`src/rtl/jdt_pkg.sv`:
```
package jdt_pkg;

  typedef enum logic [3:0] {
    S_TLR, S_RTI, S_SEL_DR, S_CAP_DR, S_SH_DR, S_EX1_DR, S_PAU_DR, S_EX2_DR,
    S_UPD_DR, S_SEL_IR, S_CAP_IR, S_SH_IR, S_EX1_IR, S_PAU_IR, S_EX2_IR, S_UPD_IR
  } tap_state_e;

  localparam int IR_W = 5;
  localparam int DATA_W = 32;
  localparam int OP_W = 2;

  localparam logic [IR_W-1:0] INS_ID  = 5'h01;
  localparam logic [IR_W-1:0] INS_CTL = 5'h10;
  localparam logic [IR_W-1:0] INS_BUS = 5'h11;
  localparam logic [IR_W-1:0] IR_CAPTURE = 5'b00001;

  localparam logic [OP_W-1:0] OP_NOP = 2'd0;
  localparam logic [OP_W-1:0] OP_RD  = 2'd1;
  localparam logic [OP_W-1:0] OP_RW  = 2'd2;
  localparam logic [OP_W-1:0] ST_OK  = 2'd0;

  function automatic tap_state_e tap_next(input tap_state_e s, input logic m);
    tap_state_e n;
    case (s)
      S_TLR:    n = m ? S_TLR    : S_RTI;
      S_RTI:    n = m ? S_SEL_DR : S_RTI;
      S_SEL_DR: n = m ? S_SEL_IR : S_CAP_DR;
      S_CAP_DR: n = m ? S_EX1_DR : S_SH_DR;
      S_SH_DR:  n = m ? S_EX1_DR : S_SH_DR;
      S_EX1_DR: n = m ? S_UPD_DR : S_PAU_DR;
      S_PAU_DR: n = m ? S_EX2_DR : S_PAU_DR;
      S_EX2_DR: n = m ? S_UPD_DR : S_SH_DR;
      S_UPD_DR: n = m ? S_SEL_DR : S_RTI;
      S_SEL_IR: n = m ? S_TLR    : S_CAP_IR;
      S_CAP_IR: n = m ? S_EX1_IR : S_SH_IR;
      S_SH_IR:  n = m ? S_EX1_IR : S_SH_IR;
      S_EX1_IR: n = m ? S_UPD_IR : S_PAU_IR;
      S_PAU_IR: n = m ? S_EX2_IR : S_PAU_IR;
      S_EX2_IR: n = m ? S_UPD_IR : S_SH_IR;
      default:  n = m ? S_SEL_DR : S_RTI;
    endcase
    return n;
  endfunction

endpackage

```
`src/rtl/jdt_rst_sync.sv`:
```
module jdt_rst_sync #(
  parameter int STAGES = 2
) (
  input  logic clk,
  input  logic arst_n,
  output logic srst_n
);
  logic [STAGES-1:0] chain_q;

  always_ff @(posedge clk or negedge arst_n) begin
    if (!arst_n) chain_q <= '0;
    else         chain_q <= {chain_q[STAGES-2:0], 1'b1};
  end

  assign srst_n = chain_q[STAGES-1];
endmodule

```
`src/rtl/jdt_tap_fsm.sv`:
```
module jdt_tap_fsm
  import jdt_pkg::*;
(
  input  logic       tck,
  input  logic       rst_n,
  input  logic       tms,
  output tap_state_e state
);
  tap_state_e state_q, state_d;

  always_comb begin
    state_d = tap_next(state_q, tms);
  end

  always_ff @(posedge tck or negedge rst_n) begin
    if (!rst_n) state_q <= S_TLR;
    else        state_q <= state_d;
  end

  assign state = state_q;
endmodule

```
`src/rtl/jdt_ir.sv`:
```
module jdt_ir
  import jdt_pkg::*;
(
  input  logic            tck,
  input  logic            rst_n,
  input  logic            tdi,
  input  tap_state_e      state,
  output logic [IR_W-1:0] ir,
  output logic            ir_lsb
);
  logic [IR_W-1:0] sh_q, sh_d, ir_q, ir_d;
  logic            sh_en, ir_en;

  always_comb begin
    sh_en = 1'b0;
    sh_d  = sh_q;
    if (state == S_CAP_IR) begin
      sh_en = 1'b1;
      sh_d  = IR_CAPTURE;
    end else if (state == S_SH_IR) begin
      sh_en = 1'b1;
      sh_d  = {tdi, sh_q[IR_W-1:1]};
    end
  end

  always_comb begin
    ir_en = 1'b0;
    ir_d  = ir_q;
    if (state == S_TLR) begin
      ir_en = 1'b1;
      ir_d  = INS_ID;
    end else if (state == S_UPD_IR) begin
      ir_en = 1'b1;
      ir_d  = sh_q;
    end
  end

  always_ff @(posedge tck or negedge rst_n) begin
    if (!rst_n) begin
      sh_q <= '0;
      ir_q <= INS_ID;
    end else begin
      if (sh_en) sh_q <= sh_d;
      if (ir_en) ir_q <= ir_d;
    end
  end

  assign ir     = ir_q;
  assign ir_lsb = sh_q[0];
endmodule

```
`src/rtl/jdt_dr.sv`:
```
module jdt_dr
  import jdt_pkg::*;
#(
  parameter int          ABITS   = 6,
  parameter logic [31:0] IDCODE  = 32'hDEADBEEF,
  parameter int          VERSION = 1
) (
  input  logic              tck,
  input  logic              rst_n,
  input  logic              tdi,
  input  tap_state_e        state,
  input  logic [IR_W-1:0]   ir,
  input  logic [DATA_W-1:0] bus_rdata,
  output logic              dr_lsb,
  output logic [ABITS-1:0]  bus_addr,
  output logic [DATA_W-1:0] bus_wdata,
  output logic              bus_rd,
  output logic              bus_wr
);
  localparam int DRW   = ABITS + DATA_W + OP_W;
  localparam int PAD_W = DRW - DATA_W;
  localparam int ADR_LO = DATA_W + OP_W;
  localparam logic [DATA_W-1:0] CTL_WORD =
    DATA_W'(VERSION) | (DATA_W'(ABITS) << 4);

  logic [DRW-1:0] sr_q, sr_d, held_q, held_d;
  logic           wide_q, wide_d;
  logic           sr_en, held_en, upd_bus;
  logic [OP_W-1:0] op;

  // Capture and shift path
  always_comb begin
    sr_en  = 1'b0;
    sr_d   = sr_q;
    wide_d = wide_q;
    if (state == S_CAP_DR) begin
      case (ir)
        INS_ID: begin
          sr_en = 1'b1; wide_d = 1'b0; sr_d = {{PAD_W{1'b0}}, IDCODE};
        end
        INS_CTL: begin
          sr_en = 1'b1; wide_d = 1'b0; sr_d = {{PAD_W{1'b0}}, CTL_WORD};
        end
        INS_BUS: begin
          sr_en = 1'b1; wide_d = 1'b1; sr_d = held_q;
        end
        default: sr_en = 1'b0;
      endcase
    end else if (state == S_SH_DR) begin
      sr_en = 1'b1;
      if (wide_q) sr_d = {tdi, sr_q[DRW-1:1]};
      else        sr_d = {sr_q[DRW-1:DATA_W], tdi, sr_q[DATA_W-1:1]};
    end
  end

  // Update: turn the shifted word into a bus request
  assign op        = sr_q[OP_W-1:0];
  assign upd_bus   = (state == S_UPD_DR) && (ir == INS_BUS);
  assign bus_rd    = upd_bus && ((op == OP_RD) || (op == OP_RW));
  assign bus_wr    = upd_bus && (op == OP_RW);
  assign bus_addr  = sr_q[DRW-1:ADR_LO];
  assign bus_wdata = sr_q[ADR_LO-1:OP_W];

  always_comb begin
    held_en = upd_bus;
    held_d  = {sr_q[DRW-1:ADR_LO], (bus_rd ? bus_rdata : sr_q[ADR_LO-1:OP_W]), ST_OK};
  end

  always_ff @(posedge tck or negedge rst_n) begin
    if (!rst_n) begin
      sr_q   <= '0;
      wide_q <= 1'b0;
      held_q <= '0;
    end else begin
      if (sr_en) begin
        sr_q   <= sr_d;
        wide_q <= wide_d;
      end
      if (held_en) held_q <= held_d;
    end
  end

  assign dr_lsb = sr_q[0];
endmodule

```
`src/rtl/jtag_dbg_xport.sv`:
```
module jtag_dbg_xport
  import jdt_pkg::*;
#(
  parameter int          ABITS   = 6,
  parameter logic [31:0] IDCODE  = 32'hDEADBEEF,
  parameter int          VERSION = 1
) (
  input  logic              tck,
  input  logic              trst_n,
  input  logic              tms,
  input  logic              tdi,
  output logic              tdo,
  output logic              tdo_en,
  output logic [ABITS-1:0]  dbg_addr,
  output logic [31:0]       dbg_wdata,
  output logic              dbg_rd,
  output logic              dbg_wr,
  input  logic [31:0]       dbg_rdata
);
  logic            rst_s;
  tap_state_e      tap_state;
  logic [IR_W-1:0] ir_q;
  logic            ir_lsb, dr_lsb;
  logic            tdo_q, tdo_d, tdo_en_q, tdo_en_d;

  jdt_rst_sync #(.STAGES(2)) u_rst (
    .clk(tck), .arst_n(trst_n), .srst_n(rst_s)
  );

  jdt_tap_fsm u_fsm (
    .tck(tck), .rst_n(rst_s), .tms(tms), .state(tap_state)
  );

  jdt_ir u_ir (
    .tck(tck), .rst_n(rst_s), .tdi(tdi), .state(tap_state),
    .ir(ir_q), .ir_lsb(ir_lsb)
  );

  jdt_dr #(.ABITS(ABITS), .IDCODE(IDCODE), .VERSION(VERSION)) u_dr (
    .tck(tck), .rst_n(rst_s), .tdi(tdi), .state(tap_state), .ir(ir_q),
    .bus_rdata(dbg_rdata), .dr_lsb(dr_lsb), .bus_addr(dbg_addr),
    .bus_wdata(dbg_wdata), .bus_rd(dbg_rd), .bus_wr(dbg_wr)
  );

  // TDO launch on the falling edge
  always_comb begin
    tdo_en_d = (tap_state == S_SH_DR) || (tap_state == S_SH_IR);
    tdo_d    = (tap_state == S_SH_IR) ? ir_lsb : dr_lsb;
  end

  always_ff @(negedge tck or negedge rst_s) begin
    if (!rst_s) begin
      tdo_q    <= 1'b0;
      tdo_en_q <= 1'b0;
    end else begin
      tdo_q    <= tdo_d;
      tdo_en_q <= tdo_en_d;
    end
  end

  assign tdo    = tdo_en_q & tdo_q;
  assign tdo_en = tdo_en_q;
endmodule

```
`config.mk`:
```
export PLATFORM = sky130hd
export DESIGN_NAME = jtag_dbg_xport
export DESIGN_NICKNAME = d
export VERILOG_FILES = /design/src/rtl/jdt_pkg.sv /design/src/rtl/jdt_rst_sync.sv /design/src/rtl/jdt_tap_fsm.sv /design/src/rtl/jdt_ir.sv /design/src/rtl/jdt_dr.sv /design/src/rtl/jtag_dbg_xport.sv
export SDC_FILE = /design/constraint.sdc
export NUM_CORES = 1
export LEC_CHECK = 0
export BUFFER_PORTS_ARGS = -buffer_cell sky130_fd_sc_hd__buf_2
export CAP_MARGIN = 20
export CORE_MARGIN = 5
export CORE_UTILIZATION = 49
export DETAILED_ROUTE_END_ITERATION = 10
export PLACE_DENSITY = 0.7
export SYNTH_ARGS = -nofsm -noshare
export SYNTH_HDL_FRONTEND = slang
export SYNTH_SLANG_ARGS = --single-unit
```
`constraint.sdc`:
```
create_clock -name tck -period 5.3 [get_ports tck]
set_input_delay 0.53 -clock tck [delete_from_list [all_inputs] [get_ports tck]]
set_output_delay 0.53 -clock tck [all_outputs]
set_load 0.02 [all_outputs]
```
==> results of run 1 <==
## stage by stage
step | utilization (%) | setup slack (ns) | area [um^2] | total power [mW]
after CTS | 53.29 | 1.062 | 5428 | 3.516
final | 53.71 | 1.062 | 5470 | 3.477
after global placement | 51.13 | 1.149 | 5207 | 2.927
after global routing | 53.71 | 0.8999 | 5470 | 3.739
after detailed placement | 51.13 | 1.099 | 5207 | 2.988
after floorplan | - | 1.121 | 5069 | 2.740
## registers in the layout, summed over array words and instances, names as in the netlist
signal / cells
tdo_en: 1
u_rst.chain_q: 2
u_dr.wide_q: 1
u_ir.ir: 5
u_ir.sh_q: 5
u_fsm.state: 4
tdo_q: 1
u_dr.sr_q: 40
u_dr.held_q: 38
## critical path: cells and delay by family, from the launching register on
family / cells / cell delay, ns
flip-flops: 1 / 0.66
multiplexers: 1 / 0.32
AND/OR/NAND/NOR: 2 / 0.45
## how the worst max path moves through the flow
| stage | endpoint | slack, ns | depth (start not counted) |
|---|---|---|---|
| after global routing | tdo_q | 0.90 | 3 |
| after floorplan | tdo_en | 1.12 | 0 |
| after global placement | tdo_q | 1.15 | 3 |
| after CTS | tdo | 1.06 | 2 |
| final | tdo_q | 1.06 | 3 |
| after detailed placement | tdo_q | 1.10 | 3 |
## cell families after synthesis
| group | count (synthesis) | synth area share, % |
|---|---|---|
| AO/OA/AOI/OAI | 108 | 12.82 |
| XOR/XNOR | 1 | 0.1729 |
| adder cells (fa/ha/maj) | 1 | 0.2469 |
| buffers and inverters | 84 | 9.901 |
| flip-flops | 97 | 47.93 |
| multiplexers | 75 | 17.51 |
| other | 1 | 0.07400 |
| AND/OR/NAND/NOR | 127 | 11.36 |
## routing by layer
metal / part of all wire [%] / vias to the layer above / track usage (%)
met4: 0.70 / 0 / 4.136
met5: 0 / - / 0
met2: 50 / 97 / 30.70
met1: 44 / 1751 / 23.64
li1: - / 1713 / -
met3: 5.9 / 6 / 4.402
## cells in the final DEF (no fill, tap or decap), types with 2 or more instances in the layout
cell type,netlist,routed
mux2_4,23,23
o21ai_2,2,2
mux2i_1,35,35
nand3_1,7,7
clkbuf_8,0,10
and2_1,3,3
inv_1,10,10
and3_1,4,4
nand2_1,69,69
nor2_1,29,29
o22ai_1,6,6
nor2b_1,4,4
dfrtn_1,2,2
a221oi_1,2,2
mux2_2,17,17
dfrtp_1,94,93
bufinv_16,0,2
o21ai_0,45,45
clkbuf_1,22,2
a22o_1,13,13
a21oi_1,31,31
buf_4,38,4
a222oi_1,3,3
buf_2,5,77
nand4_1,2,2
## synth_stat cells (all sizes together) (3+ instances only)
library cell / number / area (um^2)
nor2: 29 / 108.9
and2: 4 / 27.53
dfrtp: 94 / 2352
a22o: 13 / 113.9
buf: 51 / 377.8
o22ai: 6 / 37.54
a21oi: 31 / 155.2
and3: 4 / 25.02
a222oi: 3 / 30.03
nand2: 69 / 259.0
inv: 11 / 41.29
nor2b: 4 / 25.02
mux2: 40 / 536.8
o21ai: 47 / 242.7
nand3: 7 / 35.03
mux2i: 35 / 350.3
clkbuf: 22 / 82.58
## area by class of cell
| class | count | area [um^2] | area share (%) |
|---|---|---|---|
| clock buffers | 12 | 145.1 | 2.653 |
| repair buffers | 84 | 467.9 | 8.554 |
| clock inverters | 3 | 65.06 | 1.189 |
| flip-flops and latches | 97 | 2432 | 44.46 |
| well taps | 136 | 170.2 | 3.111 |
| inverters | 11 | 41.29 | 0.7548 |
| multi-input cells | 313 | 2148 | 39.27 |
## power groups by stage
stage / clock network [mW] / logic, mW / registers, mW
final: 0.521 / 1.68 / 1.28
after global routing: 0.561 / 1.85 / 1.33
after CTS: 0.539 / 1.70 / 1.28
after detailed placement: 0 / 1.69 / 1.30
after global placement: 0 / 1.65 / 1.27
after floorplan: 0 / 1.56 / 1.18
## timing repair
| action | CTS | global route |
|---|---|---|
| resized for setup | 0 | 0 |
| endpoints found under the setup margin | 0 | 0 |
| endpoints found under the hold margin | 2 | 0 |
| hold buffers | 1 | 0 |
==> metrics.txt, run 1 <==
worst-path maximum fanout=21; Slew Limit Fails=0; die width=111.7 um; CTS tree=done; Core Region=~10000 um^2; WS Path Type=reg -> reg; total wire length=10880 um; Final Hold Viols=0; Setup TNS Final=0 ns; Gate power share=48.2%; DR DRC count=0; CP peak stage delay=0.66 ns; grt total ovfl=0; clock group share of total power=between 10% and 20%; status=completed; Port Buffers=77; initial antenna violation count=0; Slew headroom=27.41%; H-tree depth=3; CP Capture Type=flop; DRT Pass-1 Iters=8; Most used DFF post-synth=dfrtp_1; Setup Buffers After CTS=0; tightest hold margin=0.1888 ns; Detailed Place HPWL=~7200 um; Final ANT Viol Nets=0; Switching Share=40.79%; critical path cell sequence=nor2b_1, nand3_1, mux2_2; final setup fails=0; vias=about 3600; maxcap violations=0; initial DRC count=215; Hold Crit Class=reg -> async; power per cell area=635.7 nW/um^2; number of synthesized flops with an enable pin=0; vias in the first global route=3645; Avg Inst Size Synth=10.26 um^2; Clk Latency, worst-skew pair=between 0.3 and 0.4 ns; clock sinks=97; Filler cells=930; fraction of registers with async set/reset=100.0%; Via density=about 5.4; root buf cell=clkbuf_8; row count=37; Worst Skew=~0.023 ns; Synth Instances=between 400 and 500; Post-Place Cells=638; number of library cell types mapped by synthesis=44; first-pass GRT wire length=18530 um; CTS max path bufs=2; I/O pin cnt=78; Slew @ Worst Pin=~1.1 ns; maximum vdd drop=0.2823 mV; unrepaired setup endpoints after global routing=no; Die ar.=roughly 12000 um^2; worst r2r src=u_fsm.state[3]; diode count=0; Area Growth Syn to Fin=7.951%; Worst R2R Path Depth=3; synthesized net count=between 500 and 600; slowest stage cell, crit path=dfrtp_1; sequential share of the synthesized area=47.93%; reg-to-reg setup timing slack=approximately 1.1 ns; YS warnings=0; FF-to-FF End=tdo_q; Clk pin slew, worst setup/hold paths=0.09 ns; TritonCTS buffer count=9; Worst Path Required=2.84 ns; gpl congestion=~0.77; Lkg Pwr=2.841 nW; Synth Cell Area=5067 um^2; sw power=~1.4 mW; Crit. Startpoint=u_fsm.state[3]; GR Util All Layers=18.13%; Die Span Y=111.7 um; share of cells above drive strength 1=approximately 28%; largest net degree at the start of global routing=78; P_int=2.059 mW; layout net count=around 550; sequential share of power=36.8%; Non-Filler Instances=656; Starting Density=between 40% and 50%; synthesis-stage register bit count=between 90 and 100; DR WL/cell=16.59 um; startpoint types=flop; Worst Path Arrival=roughly 1.8 ns
Note: power is estimated with default switching activity, not from simulation.
==> run 2: changes to the inputs <==
PLACE_DENSITY = 0.73   (was 0.7)
clock period = 3.78 ns   (was 5.3 ns; I/O delays follow)
==> metrics.txt, run 2 (synthesis results as in run 1) <==
startpoint types=flop; CP Capture Type=flop; Starting Density=about half; Filler cells=914; vias in the first global route=3649; status=completed; Slew Limit Fails=0; Worst Path Required=~2.1 ns; first-pass GRT wire length=18240 um; Port Buffers=slightly below 80; clock sinks=97; most frequent cells in the layout=dfrtp_1, buf_2, nand2_1; slowest stage cell, crit path=dfrtp_1; row count=37; Detailed Place HPWL=7420 um; I/O pin cnt=78; Area after DPL=5245 um^2; die width=111.7 um; CTS max path bufs=2; largest net degree at the start of global routing=87; Setup TNS Final=0 ns; H-tree depth=3; Worst R2R Path Depth=3; post_cts resized=0; layout net count=between 500 and 600; grt total ovfl=0; Area Growth Syn to Fin=8.593%; GR Util All Layers=18.00%; Worst Path Arrival=roughly 1.7 ns; CP peak stage delay=0.54 ns; maxcap violations=0; total wire length=11020 um; Top Family by Delay on Critical Path=flip-flops; Largest regs=u_dr.sr_q (40), u_dr.held_q (38); Reg with most FFs=u_dr.sr_q; initial DRC count=284; Clk pin slew, worst setup/hold paths=0.09 ns; DR DRC count=0; Worst Skew=0.01975 ns; Die Span Y=about 110 um; Hold Crit Class=reg -> async; diode count=0; worst r2r src=u_fsm.state[2]; Final Hold Viols=0; worst-path maximum fanout=16; Core Region=10180 um^2; Final ANT Viol Nets=0; post-route cell area=between 5000 and 6000 um^2; WS Path Type=reg -> reg; Via density=5.411; root buf cell=clkbuf_8; Worst Path Buf+Inv=0; Slew @ Worst Pin=0.9388 ns; final setup fails=0; max FFs per register=40; Slew headroom=approximately 37%; reg-to-reg setup timing slack=0.41 ns; vias=~3600; power per cell area=895.3 nW/um^2; Die ar.=roughly 12000 um^2; initial antenna violation count=0; Clk Latency, worst-skew pair=0.36 ns; Lkg Pwr=about 2.9 nW; commonest non-fill, non-tap cell in the layout=dfrtp_1; share of cells above drive strength 1=28.76%; TritonCTS buffer count=9; DRT Pass-1 Iters=5; gpl congestion=0.8169; unrepaired setup endpoints after global routing=no; maximum vdd drop=0.3475 mV; DR WL/cell=roughly 17 um; FF-to-FF End=tdo_q; CTS tree=done; critical path cell sequence=nor2b_1, nand3_1, mux2_2
## run 2: what timing repair did
item                                    4_1_cts  5_1_grt
hold buffers                                  1        0
endpoints found under the setup margin        0        0
buffers inserted                              0        0
endpoints found under the hold margin         2        0
## run 2: through the flow
stage	setup WS, ns	instances	hold WS [ns]	utilization, %	power [mW]
after floorplan	0.3610	494	0.08241	-	3.841
after global placement	0.5307	643	0.1486	51.50	4.104
after detailed placement	0.4623	643	0.1568	51.50	4.203
after CTS	0.4245	660	0.1653	53.76	4.965
after global routing	0.2732	661	0.1775	54.03	5.274
final	0.4085	661	0.1552	54.03	4.927
## run 2: where the power goes
part / internal [mW] / total [mW] / switching [mW] / leakage, nW
combinational: 1.13 / 2.41 / 1.28 / 1.64
clock: 0.390 / 0.756 / 0.365 / 0.113
sequential: 1.39 / 1.76 / 0.372 / 1.11
total: 2.90 / 4.93 / 2.02 / 2.86
## run 2: worst register-to-register path, cell delays in order, from the launching register on
cell     delay (ns)
dfrtp_1        0.54
nor2b_1        0.32
nand3_1        0.16
mux2_2         0.30
## run 2: layout make-up
type	instances	area, um^2	share of cell area (%)
Tap cell	136	170.2	3.092
Multi-Input combinational cell	313	2148	39.04
Clock inverter	5	78.83	1.432
Timing Repair Buffer	88	490.5	8.913
Inverter	11	41.29	0.7503
Clock buffer	11	141.4	2.569
Sequential cell	97	2432	44.20
## run 2: how the worst max path moves through the flow
| stage | cells past startpoint | slack [ns] | start | endpoint |
|---|---|---|---|---|
| final | 3 | 0.41 | u_fsm.state[2] | tdo_q |
| after global routing | 3 | 0.27 | u_fsm.state[2] | tdo_q |
| after CTS | 3 | 0.42 | u_fsm.state[2] | tdo_q |
| after detailed placement | 3 | 0.46 | u_fsm.state[2] | tdo_q |
| after global placement | 3 | 0.53 | u_fsm.state[2] | tdo_q |
| after floorplan | 0 | 0.36 | u_rst.chain_q[1] | tdo_en |
## run 2: routing by layer
metal	GRT usage [%]	wire length [um]
met2	29.42	5379
met1	24.07	4864
met5	0	0
met4	5.677	140
met3	3.804	633
